### src/rtl/grpcomb_pkg.sv
package grpcomb_pkg;

   localparam logic [3:0] OFF_SET  = 4'h0;
   localparam logic [3:0] OFF_CLR  = 4'h4;
   localparam logic [3:0] OFF_STAT = 4'hC;

   // number of groups that land in bank b
   function automatic int groups_in_bank(input int b, input int n_groups, input int per_bank);
      int rem;
      rem = n_groups - b * per_bank;
      if (rem > per_bank) return per_bank;
      if (rem < 0) return 0;
      return rem;
   endfunction

   function automatic int ceil_div(input int a, input int b);
      return (a + b - 1) / b;
   endfunction

endpackage

### src/rtl/grpcomb_decode.sv
module grpcomb_decode
   import grpcomb_pkg::*;
#(
   parameter int ADDR_W  = 8,
   parameter int N_BANKS = 5
) (
   input  logic              clk,
   input  logic              rst_n,
   input  logic [ADDR_W-1:0] addr,
   input  logic              wr,
   output logic [N_BANKS-1:0] bank_sel,
   output logic              hit_set,
   output logic              hit_clr,
   output logic              hit_stat,
   output logic              wr_set,
   output logic              wr_clr
);
   localparam int IDX_W = ADDR_W - 4;

   logic [IDX_W-1:0] idx;
   logic [3:0]       off;

   assign idx = addr[ADDR_W-1:4];
   assign off = addr[3:0];

   generate
      if (IDX_W < 1) begin : g_bad_addr
         $error("ADDR_W too small for 16-byte banks");
      end
      if (N_BANKS > (1 << IDX_W)) begin : g_bad_span
         $error("ADDR_W cannot reach all banks");
      end
      for (genvar b = 0; b < N_BANKS; b++) begin : g_sel
         assign bank_sel[b] = (idx == IDX_W'(b));
      end
   endgenerate

   assign hit_set  = (off == OFF_SET);
   assign hit_clr  = (off == OFF_CLR);
   assign hit_stat = (off == OFF_STAT);
   assign wr_set   = wr & hit_set;
   assign wr_clr   = wr & hit_clr;

   // at most one bank answers any address
   p_sel_r7: assert property (@(posedge clk) disable iff (!rst_n) $onehot0(bank_sel));

endmodule

### src/rtl/grpcomb_bank.sv
module grpcomb_bank #(
   parameter int GROUP_W = 8,
   parameter int SLOTS   = 4,
   parameter int GROUPS  = 4
) (
   input  logic                      clk,
   input  logic                      rst_n,
   input  logic [GROUPS*GROUP_W-1:0] irq,
   input  logic                      set_we,
   input  logic                      clr_we,
   input  logic [SLOTS*GROUP_W-1:0]  wdata,
   output logic [SLOTS*GROUP_W-1:0]  en_q,
   output logic [SLOTS*GROUP_W-1:0]  stat,
   output logic [GROUPS-1:0]         grp
);
   localparam int DATA_W = SLOTS * GROUP_W;
   localparam int USED   = GROUPS * GROUP_W;

   logic [USED-1:0] en_r;
   logic [USED-1:0] stat_u;

   generate
      if (GROUPS < 1 || GROUPS > SLOTS) begin : g_bad_groups
         $error("bank group count out of range");
      end
   endgenerate

   always_ff @(posedge clk) begin
      if (!rst_n)
         en_r <= '0;
      else if (clr_we)
         en_r <= en_r & ~wdata[USED-1:0];
      else if (set_we)
         en_r <= en_r | wdata[USED-1:0];
   end

   assign stat_u = irq & en_r;

   generate
      if (USED < DATA_W) begin : g_pad
         assign en_q = {{(DATA_W-USED){1'b0}}, en_r};
         assign stat = {{(DATA_W-USED){1'b0}}, stat_u};
      end else begin : g_full
         assign en_q = en_r;
         assign stat = stat_u;
      end
      for (genvar g = 0; g < GROUPS; g++) begin : g_or
         assign grp[g] = |stat_u[g*GROUP_W +: GROUP_W];
      end
   endgenerate

   // every bit written as 1 to set is enabled afterwards
   p_set_r2: assert property (@(posedge clk) disable iff (!rst_n)
      (set_we && !clr_we) |=> ((en_r & $past(wdata[USED-1:0])) == $past(wdata[USED-1:0])));
   // every bit written as 1 to clear is disabled afterwards
   p_clr_r3: assert property (@(posedge clk) disable iff (!rst_n)
      clr_we |=> ((en_r & $past(wdata[USED-1:0])) == '0));
   // enables hold when this bank gets no set or clear write
   p_hold_r7: assert property (@(posedge clk) disable iff (!rst_n)
      (!set_we && !clr_we) |=> $stable(en_r));
   // a group request needs some input line high
   p_grp_r5: assert property (@(posedge clk) disable iff (!rst_n)
      (|grp) |-> (|irq));

endmodule

### src/rtl/irq_group_combiner.sv
module irq_group_combiner
   import grpcomb_pkg::*;
#(
   parameter int N_GROUPS = 20,
   parameter int GROUP_W  = 8,
   parameter int SLOTS    = 4,
   parameter int ADDR_W   = 8
) (
   input  logic                        clk,
   input  logic                        rst_n,
   input  logic [N_GROUPS*GROUP_W-1:0] irq_in,
   input  logic [ADDR_W-1:0]           reg_addr,
   input  logic                        reg_wr,
   input  logic [SLOTS*GROUP_W-1:0]    reg_wdata,
   output logic [SLOTS*GROUP_W-1:0]    reg_rdata,
   output logic [N_GROUPS-1:0]         grp_irq
);
   localparam int DATA_W  = SLOTS * GROUP_W;
   localparam int N_BANKS = ceil_div(N_GROUPS, SLOTS);

   generate
      if (N_GROUPS < 1) begin : g_bad_n
         $error("N_GROUPS must be positive");
      end
   endgenerate

   logic [N_BANKS-1:0] bank_sel;
   logic hit_set, hit_clr, hit_stat, wr_set, wr_clr;
   logic [DATA_W-1:0] en_a   [N_BANKS];
   logic [DATA_W-1:0] stat_a [N_BANKS];

   grpcomb_decode #(.ADDR_W(ADDR_W), .N_BANKS(N_BANKS)) u_dec (
      .clk(clk), .rst_n(rst_n), .addr(reg_addr), .wr(reg_wr),
      .bank_sel(bank_sel), .hit_set(hit_set), .hit_clr(hit_clr),
      .hit_stat(hit_stat), .wr_set(wr_set), .wr_clr(wr_clr)
   );

   generate
      for (genvar b = 0; b < N_BANKS; b++) begin : g_bank
         localparam int CNT = groups_in_bank(b, N_GROUPS, SLOTS);
         localparam int LO  = b * SLOTS;
         grpcomb_bank #(.GROUP_W(GROUP_W), .SLOTS(SLOTS), .GROUPS(CNT)) u_bank (
            .clk(clk), .rst_n(rst_n),
            .irq(irq_in[LO*GROUP_W +: CNT*GROUP_W]),
            .set_we(wr_set & bank_sel[b]),
            .clr_we(wr_clr & bank_sel[b]),
            .wdata(reg_wdata),
            .en_q(en_a[b]),
            .stat(stat_a[b]),
            .grp(grp_irq[LO +: CNT])
         );
      end
   endgenerate

   always_comb begin
      reg_rdata = '0;
      for (int b = 0; b < N_BANKS; b++) begin
         if (bank_sel[b]) begin
            if (hit_set || hit_clr) reg_rdata = en_a[b];
            else if (hit_stat)      reg_rdata = stat_a[b];
         end
      end
   end

   // the unused offset 0x8 always reads zero
   p_unused_r6: assert property (@(posedge clk) disable iff (!rst_n)
      (reg_addr[3:0] == 4'h8) |-> (reg_rdata == '0));

endmodule

### config.mk
export PLATFORM = sky130hd
export DESIGN_NAME = irq_group_combiner
export DESIGN_NICKNAME = d
export VERILOG_FILES = /design/src/rtl/grpcomb_pkg.sv /design/src/rtl/grpcomb_decode.sv /design/src/rtl/grpcomb_bank.sv /design/src/rtl/irq_group_combiner.sv
export SDC_FILE = /design/constraint.sdc
export NUM_CORES = 1
export LEC_CHECK = 0
export BUFFER_PORTS_ARGS = -buffer_cell sky130_fd_sc_hd__buf_2
export CAP_MARGIN = 20
export CORE_MARGIN = 4
export CORE_UTILIZATION = 58
export CTS_CLUSTER_SIZE = 16
export DETAILED_ROUTE_END_ITERATION = 6
export PLACE_DENSITY = 0.86
export SYNTH_ARGS = -nofsm -noshare
export SYNTH_HDL_FRONTEND = slang
export SYNTH_SLANG_ARGS = --single-unit
### constraint.sdc
create_clock -name clk -period 2.75 [get_ports clk]
set_input_delay 0.1375 -clock clk [delete_from_list [all_inputs] [get_ports clk]]
set_output_delay 0.1375 -clock clk [all_outputs]
set_load 0.02 [all_outputs]
Yosys cells after proc, flatten, opt, wreduce, memory -nomap -nowiden

Cells that the tools add are included.

Flip-flop bits (word level): 160
Input port bits: 203
Word-level logic and storage cells: 92

Mux-type cells: 25
Bitwise logic cells: 28
Reductions and logical operators: 28
Eq/ne operators: 6

Operator list:

| kind                                                            | number |
|---|---|
| 32-bit 2-to-1 mux                                               | 25 |
| 32-bit AND                                                      | 10 |
| 32-bit bitwise OR                                               | 5 |
| 8-bit OR reduction                                              | 20 |
| 32-bit NOT                                                      | 1 |
| 1-bit AND                                                       | 12 |
| 2-bit nonzero test                                              | 5 |
| 4-bit by 2-bit == test with 1-bit output, second input constant | 2 |
| 4-bit by 3-bit == test with 1-bit output, second input constant | 2 |
| 4-bit zero test                                                 | 2 |
| 4-bit by 1-bit == test with 1-bit output, second input constant | 1 |
| 4-bit == test, second input constant                            | 1 |
| 1-bit logical OR                                                | 1 |

Logic depth before layout (Yosys ltp)

Depth in word-level cells: 16
Gate-level depth with buffers: 8
Depth with buffers taken out: 5

Cells and area by module

A second synthesis with hierarchy kept.

Cell total of the unflattened synthesis: 1540
Area total of the unflattened synthesis: 11039.3 um2

By module, submodules not included:

| module             | cells an instance | area each (um2) | times used |
|---|---|---|---|
| grpcomb_bank       | 213               | 1490.2          | 5 |
| irq_group_combiner | 463               | 3500.9          | 1 |
| grpcomb_decode     | 12                | 87.6            | 1 |

Worst setup path after synthesis

Ideal clock, no wire load.

Kind: input to output
Start point: input reg_addr[3]
End point: output reg_rdata[11]
Arrival time: 1.665 ns
Setup slack: 0.948 ns
Stages: 6
Path through: nor3_4 buf_2 clkbuf_1 clkbuf_1 a21oi_1 o21ai_0

Cells in the longest elaborated chain, start to end: 16
Elaborated cells on any way between the ends: 19
Those cells by class: eq/ne (2); mux (15); reduce/logical (2)

Ends and longest elaborated chain:

| what                                                         | RTL line                                           | text |
|---|---|---|
| from (decl)                                                  | irq_group_combiner.sv:12                           | `input logic [ADDR_W-1:0] reg_addr,` |
| 4-bit == test, or another cell as far along                  | grpcomb_decode.sv:40                               | `assign hit_stat = (off == OFF_STAT);` |
| 32-bit 2-to-1 mux / 1-bit logical OR (equally long branches) | irq_group_combiner.sv:60, irq_group_combiner.sv:59 |  |
| 32-bit 2-to-1 mux                                            | irq_group_combiner.sv:59                           | `if (hit_set \|\| hit_clr) reg_rdata = en_a[b];` |
| 32-bit 2-to-1 mux                                            | irq_group_combiner.sv:58                           | `if (bank_sel[b]) begin` |
| 32-bit 2-to-1 mux                                            | irq_group_combiner.sv:60                           | `else if (hit_stat) reg_rdata = stat_a[b];` |
| 32-bit 2-to-1 mux                                            | irq_group_combiner.sv:59                           |  |
| 32-bit 2-to-1 mux                                            | irq_group_combiner.sv:58                           |  |
| 32-bit 2-to-1 mux                                            | irq_group_combiner.sv:60                           |  |
| 32-bit 2-to-1 mux                                            | irq_group_combiner.sv:59                           |  |
| 32-bit 2-to-1 mux                                            | irq_group_combiner.sv:58                           |  |
| 32-bit 2-to-1 mux                                            | irq_group_combiner.sv:60                           |  |
| 32-bit 2-to-1 mux                                            | irq_group_combiner.sv:59                           |  |
| 32-bit 2-to-1 mux                                            | irq_group_combiner.sv:58                           |  |
| 32-bit 2-to-1 mux                                            | irq_group_combiner.sv:60                           |  |
| 32-bit 2-to-1 mux                                            | irq_group_combiner.sv:59                           |  |
| 32-bit 2-to-1 mux *                                          | irq_group_combiner.sv:58                           |  |
| to (decl)                                                    | irq_group_combiner.sv:15                           | `output logic [SLOTS*GROUP_W-1:0] reg_rdata,` |

Mark *: on every way between the ends. The rest lies on a longest branch, timed or not.

Worst setup path in the final report

Start point: input reg_addr[4]
End point: output reg_rdata[24]

Cells in the longest elaborated chain, start to end: 14
Elaborated cells on any way between the ends: 18
Those cells by class: eq/ne (4); mux (13); reduce/logical (1)

Ends and longest elaborated chain:

| what                | RTL line                 | text |
|---|---|---|
| 4-bit zero test     | grpcomb_decode.sv:34     | `assign bank_sel[b] = (idx == IDX_W'(b));` |
| 32-bit 2-to-1 mux   | irq_group_combiner.sv:58 |  |
| 32-bit 2-to-1 mux   | irq_group_combiner.sv:60 |  |
| 32-bit 2-to-1 mux   | irq_group_combiner.sv:59 |  |
| 32-bit 2-to-1 mux   | irq_group_combiner.sv:58 |  |
| 32-bit 2-to-1 mux   | irq_group_combiner.sv:60 |  |
| 32-bit 2-to-1 mux   | irq_group_combiner.sv:59 |  |
| 32-bit 2-to-1 mux   | irq_group_combiner.sv:58 |  |
| 32-bit 2-to-1 mux   | irq_group_combiner.sv:60 |  |
| 32-bit 2-to-1 mux   | irq_group_combiner.sv:59 |  |
| 32-bit 2-to-1 mux   | irq_group_combiner.sv:58 |  |
| 32-bit 2-to-1 mux   | irq_group_combiner.sv:60 |  |
| 32-bit 2-to-1 mux   | irq_group_combiner.sv:59 |  |
| 32-bit 2-to-1 mux * | irq_group_combiner.sv:58 |  |

Marked as above.

==> impl_results.md <==
* Port Buffer Count at about 250
* Post-CTS Setup Repair Bufs at 0
* Number of filler instances in the final layout at between 1000 and 1500
* Post-placement worst setup slack at 0.5517 ns
* Count of hold-fix buffers inserted at cts at 0
* Wire length of the first global-routing pass at 54590 µm
* Vias in the first global route at between 10000 and 15000
* Remaining Overflow, GRT at 0
* Area of the core at approximately 16000 µm²
* Top_reg_cell synth: dfxtp_1
* DRC violation count after routing at 0
* Synthesis Warnings at 0
* Dominant cell type by area after synthesis: dfxtp_1
* Most used cell along the critical path: buf_2
* Area enclosed by the die boundary at 18490 µm²
* Highest clock rate at around 430 MHz
* Syn-to-layout area delta at 18.38%
* Initial Util at 59.60%
* Maximum number of pins on one net before global-route repair at 95
* Number of clock sinks at 160
* Final weighted congestion of routability-driven global placement at about 0.93
* Largest voltage drop on the vdd net at 0.4843 mV
* Area share of the largest cell type after synthesis at between 30 and 40%
* Ranking of synthesized cells by area: dfxtp_1 (34%), a311oi_1 (15%), a21oi_1 (12%), a22oi_1 (5.3%), o211ai_1 (4.4%)
* Slew @ Worst Pin at approximately 1.1 ns
* Cell area after synthesis at 9502 µm²
* Post-synth net total at 1366
* Slew Limit Fails at 0
* Critical path type: input pin to output pin
* Cell with the largest stage delay on the worst path: buf_4
* Sequential share of the synthesized area at between 30% and 40%
* Most frequent cells in the layout: buf_2 (253), a21oi_1 (230), a311oi_1 (160), dfxtp_1 (160), o21ai_0 (84)
* Clock Latency Late Sink at 0.42 ns
* Worst EP arrival at 2.19 ns
* Setup repair after global routing missed its margin: false
* Die outline width at 136.0 µm
* Cells after DPL at 1514
* Final clock period utilization by the worst path at between 80% and 90%
* Category of cells accounting for the largest share of critical-path delay: buffers and inverters
* Status: complete, no violations
* Post-synth EDFFs at 0
* Startpoint of the lowest-slack hold path: reg_wdata[27]
* Time the final worst path needs with I/O delays and setup at 2.331 ns
* Buf/Inv on CP at 3
* Root Buffer: clkbuf_16
* Max stage delay on crit path at 0.47 ns
* Post-route worst hold slack at 0.03567 ns
* First-pass detailed-route iteration total at 6
* DPL Wire Length at about 24000 µm
* Yosys reg bits at 160
* Critical path, cell by cell: buf_2, buf_4, mux2i_1, o22ai_1, a22oi_1, a211o_1, a32oi_1, buf_2
* Ys async rst share at 0%
* Number of antenna violations at the first check in global routing at 2
* Crit path launch: reg_addr[4]
* Kind of start point of the critical path: input pin
* Leak pwr at roughly 3.7 nW
* Vias at 11240
* Final Worst Setup Slack at between 0.4 and 0.5 ns
* Fraction of final layout cells with drive strength greater than 1 at 25.83%
* Category of the worst setup path capture point: output pin
* Post-synthesis cell count at 1163
* Ratio of routed vias to standard cells at 7.259
* Remaining antenna violation count at 0
* Violation count after the first detailed-route iteration at 1975
* Clock-pin slew on the worst setup and hold paths at around 0.06 ns
* CP Max Fanout at 37
* Setup TNS at 0 ns
* Average instance area after synthesis at 8.170 µm²
* Overall die height at 136.0 µm
* Post-layout instance count excluding filler cells at approximately 1500
* Site Rows at 46
* Total CTS buffers at 17
* Final number of hold-violating endpoints at 0
* Relative slew slack at 29.80%
* Number of violations of the max-capacitance limit at 0
* Maximum root-to-sink buffer count at 2
* Required time of the critical path at 2.61 ns
* Post-Route WL at between 30000 and 40000 µm
* Worst clock skew on the final layout at 0 ns
* Most common library cell in the layout ignoring fill and taps: buf_2
* Power density over cell area at 477.5 nW/µm²
* Post-cts repair resize count at 0
* Hold/Removal Path Class: input pin to flip-flop
* Number of distinct standard cells referenced by the synthesized netlist at between 40 and 50
* Routed wire length per instance at 22.95 µm
* TritonCTS clock tree: yes
* Number of top-level design ports at ~260
* H-tree levels at 4
* Total setup violations reported at the end of the flow at 0
* Total global routing track utilization at 36.93%
* Net count of the finished layout at 1520
-- worst paths after layout --
check	end	slack (ns)	cells after the start
setup reg to reg	flip-flop	1.87	2
hold / removal	flip-flop	0.04	2
setup / recovery	reg_rdata[24]	0.42	8
hold reg to reg	flip-flop	0.53	2
-- cell usage after synthesis, drive strengths merged (7+ instances only) --
cell / count
a22o: 7
nand2: 50
o21ai: 85
clkbuf: 71
a221oi: 27
nand4: 16
nor2: 31
a32oi: 7
and2: 18
a21oi: 230
buf: 81
a311oi: 160
o211ai: 56
nand3: 20
dfxtp: 160
o22ai: 28
a22oi: 67
-- power breakdown --
group / total [mW] / internal (mW) / switching (mW)
clock network: 2.45 / 1.49 / 0.964
logic: 0.594 / 0.184 / 0.410
registers: 2.33 / 2.32 / 0.00463
total: 5.37 / 3.99 / 1.38
-- stage by stage --
step           power (mW)  utilization [%]  instance area, µm²
6_report            5.372            70.55               11250
3_5_place_dp        2.945            66.69               10630
3_3_place_gp        2.942            66.69               10630
5_1_grt             5.489            70.51               11240
4_1_cts             5.358            70.48               11240
2_1_floorplan       2.662                -                9502
-- area by class of cell --
type	count	area [µm²]	area share, %
Antenna cell	5	12.51	0.1112
Clock buffer	20	466.7	4.149
Clock inverter	10	136.4	1.212
Inverter	5	21.27	0.1891
Multi-Input combinational cell	846	5529	49.15
Sequential cell	160	3203	28.48
Tap cell	216	270.3	2.403
Timing Repair Buffer	287	1609	14.30
-- routing by layer --
layer	global-route usage, %	part of all wire, %	vias up
li1	-	-	5038
met2	58.10	44	924
met5	0	0	-
met3	7.328	13	174
met1	49.70	38	5108
met4	15.34	4.5	0
-- worst reg2reg max path: stages, from the launching register on --
cell      delay, ns
dfxtp_1        0.37
a21oi_1        0.07
a311oi_1       0.33
-- logic make-up after synthesis --
group | after synthesis | share of synthesized area [%]
compound gates | 683 | 48.06
flops | 160 | 33.71
buf+inv | 157 | 8.151
simple gates | 155 | 9.152
mux | 8 | 0.9217
No activity file was read; power rests on OpenSTA's default activity.
